[src/rtl/stat_irq_pkg.sv]
// Package: shared constants and types for the status-change interrupt latch.
// Assumes an 8-bit register port and a 2-bit register address.
package stat_irq_pkg;
    localparam int DATA_W = 8;
    localparam int ADDR_W = 2;

    // Bit positions of each source in the enable and status words.
    localparam int BIT_BRK  = 7;
    localparam int BIT_TXU  = 6;
    localparam int BIT_CTS  = 5;
    localparam int BIT_HUNT = 4;
    localparam int BIT_DCD  = 3;
    localparam int BIT_ZC   = 1;

    // Positions that carry a source; the others read zero.
    localparam logic [DATA_W-1:0] SRC_MASK =
        (DATA_W'(1) << BIT_BRK) | (DATA_W'(1) << BIT_TXU) |
        (DATA_W'(1) << BIT_CTS) | (DATA_W'(1) << BIT_HUNT) |
        (DATA_W'(1) << BIT_DCD) | (DATA_W'(1) << BIT_ZC);

    // Level sources detect any transition; zero count detects a high level.
    localparam logic [DATA_W-1:0] LEVEL_MASK = SRC_MASK & ~(DATA_W'(1) << BIT_ZC);
    localparam logic [DATA_W-1:0] PULSE_MASK = DATA_W'(1) << BIT_ZC;

    typedef enum logic [ADDR_W-1:0] {
        ADR_ENABLE = 2'd0,
        ADR_MASTER = 2'd1,
        ADR_STATUS = 2'd2,
        ADR_SPARE  = 2'd3
    } reg_addr_e;
endpackage

[src/rtl/stat_cfg_regs.sv]
// Module: stat_cfg_regs
// Holds the per-source enable byte and the master enable bit.
// Assumes: single-cycle write strobe; unused enable positions are forced to 0.
module stat_cfg_regs
    import stat_irq_pkg::*;
(
    input  logic              clk,
    input  logic              rst_n,
    input  logic              wr_en,
    input  logic [ADDR_W-1:0] wr_addr,
    input  logic [DATA_W-1:0] wr_data,
    output logic [DATA_W-1:0] src_en,
    output logic              master_en
);
    // Only bit 0 of the master byte is stored.
    logic unused_ctl_bits;
    assign unused_ctl_bits = ^wr_data[DATA_W-1:1];

    // Purpose: capture software writes to the two control registers.
    always_ff @(posedge clk) begin
        if (!rst_n) begin
            src_en    <= '0;
            master_en <= 1'b0;
        end else if (wr_en) begin
            if (wr_addr == ADR_ENABLE) src_en    <= wr_data & SRC_MASK;
            if (wr_addr == ADR_MASTER) master_en <= wr_data[0];
        end
    end

    AST_EN_WRITE: assert property (@(posedge clk) disable iff (!rst_n)
        (wr_en && wr_addr == ADR_ENABLE) |=> (src_en == ($past(wr_data) & SRC_MASK)))
        else $error("enable write not taken");
    AST_EN_HOLD: assert property (@(posedge clk) disable iff (!rst_n)
        !(wr_en && wr_addr == ADR_ENABLE) |=> $stable(src_en))
        else $error("enable changed without write");
endmodule

[src/rtl/stat_hunt_flag.sv]
// Module: stat_hunt_flag
// Hunt-state flag feeding the sync/hunt status source.
// Assumes: hunt_cmd and sync_found are single-cycle pulses; the hunt command wins a tie.
module stat_hunt_flag (
    input  logic clk,
    input  logic rst_n,
    input  logic hunt_cmd,
    input  logic sync_found,
    output logic hunting
);
    // Purpose: set on a hunt command, clear on reported synchronization.
    always_ff @(posedge clk) begin
        if (!rst_n)          hunting <= 1'b0;
        else if (hunt_cmd)   hunting <= 1'b1;
        else if (sync_found) hunting <= 1'b0;
    end

    AST_HUNT_ENTER: assert property (@(posedge clk) disable iff (!rst_n)
        hunt_cmd |=> hunting)
        else $error("hunt command did not set flag");
    AST_HUNT_SYNC: assert property (@(posedge clk) disable iff (!rst_n)
        (sync_found && !hunt_cmd) |=> !hunting)
        else $error("sync found did not clear flag");
endmodule

[src/rtl/stat_snap_latch.sv]
// Module: stat_snap_latch
// Detects changes on enabled sources and freezes all enabled bits together.
// Assumes: live is the assembled source word; zero count is a one-cycle pulse.
// A reopen that coincides with a change leaves a retry flag so that the
// change closes the latch one cycle later instead of being dropped.
module stat_snap_latch
    import stat_irq_pkg::*;
(
    input  logic              clk,
    input  logic              rst_n,
    input  logic [DATA_W-1:0] live,
    input  logic [DATA_W-1:0] src_en,
    input  logic              reopen,
    output logic              closed,
    output logic [DATA_W-1:0] snap
);
    logic [DATA_W-1:0] prev_live;
    logic [DATA_W-1:0] level_hit;
    logic [DATA_W-1:0] pulse_hit;
    logic              trig;
    logic              retry;
    logic [DATA_W-1:0] retry_val;

    // Purpose: remember each source's value from the previous cycle.
    always_ff @(posedge clk) begin
        if (!rst_n) prev_live <= '0;
        else        prev_live <= live;
    end

    // Purpose: flag any enabled transition or an enabled zero-count pulse.
    always_comb begin
        level_hit = (live ^ prev_live) & src_en & LEVEL_MASK;
        pulse_hit = live & src_en & PULSE_MASK;
        trig      = |(level_hit | pulse_hit);
    end

    // Purpose: open, close and reload the shared snapshot.
    always_ff @(posedge clk) begin
        if (!rst_n) begin
            closed    <= 1'b0;
            snap      <= '0;
            retry     <= 1'b0;
            retry_val <= '0;
        end else if (reopen) begin
            closed    <= 1'b0;
            retry     <= trig;
            retry_val <= live;
        end else if (retry) begin
            closed    <= 1'b1;
            snap      <= retry_val;
            retry     <= 1'b0;
        end else if (!closed && trig) begin
            closed    <= 1'b1;
            snap      <= live;
        end
    end

    AST_CLOSE_ON_CHANGE: assert property (@(posedge clk) disable iff (!rst_n)
        (!closed && trig && !reopen && !retry) |=> (closed && snap == $past(live)))
        else $error("enabled change did not close latch");
    AST_HOLD_WHILE_CLOSED: assert property (@(posedge clk) disable iff (!rst_n)
        (closed && !reopen) |=> (closed && $stable(snap)))
        else $error("closed latch moved");
    AST_REOPEN: assert property (@(posedge clk) disable iff (!rst_n)
        reopen |=> !closed)
        else $error("reopen did not open latch");
    AST_RETRY_CLOSE: assert property (@(posedge clk) disable iff (!rst_n)
        (reopen && trig) |=> (!closed ##1 (reopen || closed)))
        else $error("coincident change was lost");
endmodule

[src/rtl/stat_irq_latch.sv]
// Module: stat_irq_latch (top)
// Status-change interrupt latch for one serial channel: enables, hunt flag,
// shared snapshot, status readback and interrupt-pending output.
// Assumes: inputs are synchronous to clk; reads are combinational on reg_addr.
module stat_irq_latch
    import stat_irq_pkg::*;
(
    input  logic              clk,
    input  logic              rst_n,
    input  logic              reg_wr,
    input  logic [ADDR_W-1:0] reg_addr,
    input  logic [DATA_W-1:0] reg_wdata,
    output logic [DATA_W-1:0] reg_rdata,
    input  logic              zc_pulse,
    input  logic              dcd_in,
    input  logic              cts_in,
    input  logic              txund_in,
    input  logic              brk_in,
    input  logic              hunt_cmd,
    input  logic              sync_found,
    input  logic              reopen_cmd,
    output logic              irq_pend
);
    logic [DATA_W-1:0] src_en;
    logic              master_en;
    logic              hunting;
    logic [DATA_W-1:0] live;
    logic              closed;
    logic [DATA_W-1:0] snap;
    logic [DATA_W-1:0] hold_mask;
    logic [DATA_W-1:0] status;

    stat_cfg_regs u_cfg (
        .clk       (clk),
        .rst_n     (rst_n),
        .wr_en     (reg_wr),
        .wr_addr   (reg_addr),
        .wr_data   (reg_wdata),
        .src_en    (src_en),
        .master_en (master_en)
    );

    stat_hunt_flag u_hunt (
        .clk        (clk),
        .rst_n      (rst_n),
        .hunt_cmd   (hunt_cmd),
        .sync_found (sync_found),
        .hunting    (hunting)
    );

    // Purpose: place each source at its bit position; spare positions stay 0.
    always_comb begin
        live           = '0;
        live[BIT_BRK]  = brk_in;
        live[BIT_TXU]  = txund_in;
        live[BIT_CTS]  = cts_in;
        live[BIT_HUNT] = hunting;
        live[BIT_DCD]  = dcd_in;
        live[BIT_ZC]   = zc_pulse;
    end

    stat_snap_latch u_snap (
        .clk    (clk),
        .rst_n  (rst_n),
        .live   (live),
        .src_en (src_en),
        .reopen (reopen_cmd),
        .closed (closed),
        .snap   (snap)
    );

    // Purpose: enabled bits read the snapshot while closed, all others read live.
    always_comb begin
        hold_mask = src_en & {DATA_W{closed}};
        status    = ((live & ~hold_mask) | (snap & hold_mask)) & SRC_MASK;
    end

    // Purpose: register read multiplexer.
    always_comb begin
        unique case (reg_addr)
            ADR_ENABLE: reg_rdata = src_en;
            ADR_MASTER: reg_rdata = {{(DATA_W-1){1'b0}}, master_en};
            ADR_STATUS: reg_rdata = status;
            default:    reg_rdata = '0;
        endcase
    end

    assign irq_pend = closed & master_en;

    AST_DISABLED_LIVE: assert property (@(posedge clk) disable iff (!rst_n)
        (((status ^ live) & ~src_en & SRC_MASK) == '0))
        else $error("disabled source not live");
    AST_MASTER_OFF_QUIET: assert property (@(posedge clk) disable iff (!rst_n)
        (!master_en && !(reg_wr && reg_addr == ADR_MASTER)) |=> !irq_pend)
        else $error("pending without master enable");
    AST_DISABLED_NO_CLOSE: assert property (@(posedge clk) disable iff (!rst_n)
        (!closed && !reopen_cmd && src_en == '0 && !(reg_wr && reg_addr == ADR_ENABLE)) |=> !closed)
        else $error("latch closed with all sources disabled");
endmodule

[config.mk]
export PLATFORM = sky130hd
export DESIGN_NAME = stat_irq_latch
export DESIGN_NICKNAME = d
export VERILOG_FILES = /design/src/rtl/stat_irq_pkg.sv /design/src/rtl/stat_cfg_regs.sv /design/src/rtl/stat_hunt_flag.sv /design/src/rtl/stat_snap_latch.sv /design/src/rtl/stat_irq_latch.sv
export SDC_FILE = /design/constraint.sdc
export NUM_CORES = 1
export LEC_CHECK = 0
export ABC_CLOCK_PERIOD_IN_PS = 2170
export CAP_MARGIN = 20
export CORE_ASPECT_RATIO = 2
export CORE_MARGIN = 4
export CORE_UTILIZATION = 40
export CTS_BUF_LIST = sky130_fd_sc_hd__clkbuf_4 sky130_fd_sc_hd__clkbuf_8 sky130_fd_sc_hd__clkbuf_16
export DETAILED_ROUTE_END_ITERATION = 16
export GPL_TIMING_DRIVEN = 0
export SETUP_SLACK_MARGIN = 0.4
export SLEW_MARGIN = 25
export SYNTH_ARGS = -nofsm -noshare
export SYNTH_HDL_FRONTEND = slang
export SYNTH_SLANG_ARGS = --single-unit
export TNS_END_PERCENT = 10
[constraint.sdc]
create_clock -name clk -period 2.17 [get_ports clk]
set_input_delay 0.217 -clock clk [delete_from_list [all_inputs] [get_ports clk]]
set_output_delay 0.217 -clock clk [all_outputs]
set_load 0.01 [all_outputs]
==> flow_summary.ini <==
[outcome]
outcome = finished, final reports clean

[worst_setup_path]
crit_fanout = 10
critPathRequiredTime_ns = 1.95
slowest_stage = clkdlybuf4s50_1
reg2reg_slack_ns = 0.73
r2r-start = u_hunt.hunting
arrival_ns = 1.76
rr_worst_depth = 5
start_kind = register
critPathBufInv = 3
r2r_end = u_snap.snap[4]
critical_path_class = reg -> out
crit_chain = clkbuf_4, clkbuf_8, mux2i_1, a22oi_1, nor2_1, clkdlybuf4s50_1
worst_setup_path_end_kind = output pin
cpLargestDelayFamily = buffers and inverters
max_stage_delay_ns = 0.54

[global_routing]
grt_use_total_pct = 16.5
grt_max_degree = 15
grt_pass1_vias = 1271
antenna_found_initial = 0
grt_overflow = 0
grt_first_pass_wirelength_mm = 6.06

[synthesis]
synth_top_area_share_pct = 36.9
synth_area_mm2 = 0.00146
synthMuxAreaShare_pct = 13.0
yosysWarnings = 0
synth_top_family_by_area = compound AO/OA/AOI/OAI gates
synthDistinctLibCells = 29
synthAdderAreaFrac_pct = 0
synthTopCellsByArea = dfxtp_1 37%, mux2i_1 13%, nor2b_1 6.0%, nand2_1 5.6%, a21oi_1 4.1%
ys_seq_elements = 27
synthCells = 170
synth_fp_nets = 191
syn_area_per_cell_um2 = 8.61
synth_compound_area_share_pct = 21.9
yosysSeqAreaShare_pct = 36.9
synth-simple-area-share_pct = 21.0
synth-xor-area-share_pct = 2.99
yosysTopAreaCell = dfxtp_1

[clock_network]
clock_latency_ns = 0.27
clock_path_buffers = 2
cts_tree = yes
path_clk_slew_ns = 0.09
cts_made_buffers = 3
cts_sinks = 27
htree_levels = 1
cts_hold_buf = 0
clock-root-buffer = clkbuf_8

[hold_path]
hold_path_end = u_snap.snap[1]
hold_class = in -> reg
holdPathStages = 3
min-delay-start = rst_n

[place]
place.gp.congestion = 0.830
placed_cell_area_mm2 = 0.00175
dp_hpwl_mm = 2.76
portBuffers = 23

[pwr]
switching_share_pct = 26.9
sequentialPowerShare_pct = 51.8
peakVddDrop_uv = 315
clock_power_share_pct = 28.4
intPower_uw = 772
p_leak_nw = 0.723
switchingPower_uw = 283
finalPower_mw = 1.06
power_density_mw_per_mm2 = 581
combPwrFrac_pct = 19.8

[finish]
drive_gt1_share_pct = 7.61
area_growth_pct = 24.0
antenna_cells = 0
filler_cell_count = 329
num-nets-final = 219
postLayoutCellArea_mm2 = 0.00182

[floorplan]
start_util_pct = 42.4
dieArea_mm2 = 0.00475
die_x_um = 50.8
io_pins = 30
die_y_um = 93.6
num_rows = 30
core_area_mm2 = 0.00345

[timing]
fmax_mhz = 506
hold_viol_final = 0
finClkSkew_ns = 0.00332
rsz0062_at_grt = true
min_period_ns = 1.98
tightestPinTransition_ns = 0.507
slew-limit-headroom_pct = 66.1
maxSlewViolCount = 0
fin_tns_setup_ns = 0
finalCritPeriodShare_pct = 91.1
final-setup-viol-count = 0

[routing]
vias_per_cell = 5.33
first_pass_iters = 4
drt-total-wl_mm = 3.64
ant_nets = 0
drc = 0
vias = 1307
drtIter0Drc = 40
wl_per_cell_um = 14.9

[flow_run]
drv_cap = 0
[cells in the final DEF (no fill, tap or decap), types with 4 or more instances in the layout]
| cell type | n |
|---|---|
| mux2i_1 | 19 |
| o31ai_1 | 5 |
| o21bai_1 | 5 |
| nand2_1 | 22 |
| and2_1 | 5 |
| dfxtp_1 | 27 |
| a21oi_1 | 12 |
| nor2_1 | 14 |
| clkdlybuf4s50_1 | 19 |
| a22oi_1 | 6 |
| clkbuf_8 | 4 |
| xor2_1 | 5 |
| nor2b_1 | 14 |
| o211ai_1 | 5 |
| clkbuf_1 | 8 |
[per-stage QoR]
| stage | utilization (%) | std cells | setup slack, ns | hold slack [ns] |
|---|---|---|---|---|
| 4_1_cts | 52.5 | 245 | 0.165 | 0.383 |
| 3_5_place_dp | 50.8 | 241 | 0.0762 | 0.537 |
| 6_report | 52.6 | 245 | 0.193 | 0.373 |
| 2_1_floorplan | - | 170 | 0.753 | 0.339 |
| 5_1_grt | 52.6 | 245 | 0.0906 | 0.404 |
| 3_3_place_gp | 50.8 | 241 | 0.0814 | 0.509 |
[registers in the layout (all words and copies together) (netlist names)]
signal and count:
u_cfg.master_en 1, u_snap.prev_live 5, u_hunt.hunting 1, u_snap.closed 1, u_snap.retry 1, u_cfg.src_en 6, u_snap.snap 6, u_snap.retry_val 6
[repair_timing]
| action | in CTS | in global routing |
|---|---|---|
| setup buffers | 0 | 0 |
| gates resized for setup | 8 | 1 |
| gates cloned | 0 | 0 |
| setup endpoints to repair | 7 | 7 |
[cell families after synthesis]
group                  count (synthesis)
AND/OR/NAND/NOR                       61
AO/OA/AOI/OAI                         43
flip-flops                            27
multiplexers                          19
buffers and inverters                 14
XOR/XNOR                               5
other                                  1
[Yosys cell counts]
cell type  number
a21boi_1        1
a21oi_1        12
a22oi_1         6
a22oi_2         3
a31oi_1         1
a31oi_4         1
and2_1          5
and2_2          1
and3_1          2
buf_2           1
buf_4           1
clkbuf_1       10
conb_1          1
dfxtp_1        27
inv_1           2
mux2i_1        19
nand2_1        22
nand3_1         1
nand3_2         1
nor2_1         14
nor2b_1        14
nor3b_4         1
o211ai_1        5
o21a_1          2
o21ai_0         1
o21bai_1        5
o311a_1         1
o31ai_1         5
xor2_1          5
[worst reg2reg max path: stages, from the launching register on]
cell      delay, ns
dfxtp_1        0.38
xor2_1         0.19
a22oi_2        0.21
nand3_2        0.22
o21bai_1       0.22
a21oi_1        0.16
[area by class of cell]
type | count | area, um^2 | share of cell area (%)
tap | 48 | 60.1 | 3.31
multi-input combinational | 129 | 866 | 47.7
buffer | 12 | 63.8 | 3.51
inverter | 2 | 7.51 | 0.414
sequential | 27 | 541 | 29.8
timing repair buffer | 23 | 229 | 12.6
clock buffer | 4 | 48.8 | 2.69
[worst max-delay path by stage]
stage                     cells past startpoint  slack, ns           end     startpoint
after global placement                        7       0.08  reg_rdata[1]  u_snap.closed
after global routing                          6       0.09  reg_rdata[4]  u_snap.closed
final                                         6       0.19  reg_rdata[4]  u_snap.closed
after floorplan                               6       0.75  reg_rdata[3]  u_snap.closed
after detailed placement                      7       0.08  reg_rdata[3]  u_snap.closed
after CTS                                     6       0.16  reg_rdata[4]  u_snap.closed
[power groups by stage]
stage / combinational [mW] / clock [mW] / sequential, mW
2_1_floorplan: 0.135 / 0 / 0.552
3_3_place_gp: 0.203 / 0 / 0.557
3_5_place_dp: 0.208 / 0 / 0.559
4_1_cts: 0.211 / 0.309 / 0.547
5_1_grt: 0.230 / 0.327 / 0.551
6_report: 0.209 / 0.300 / 0.547
[routing by layer]
layer	wire length (um)	track usage, %	share of wire [%]
met4	72	6.97	2.0
met3	156	2.71	4.3
met2	1960	29.1	54
met1	1460	18.9	40
met5	0	0	0
(Power assumes the default switching activity.)
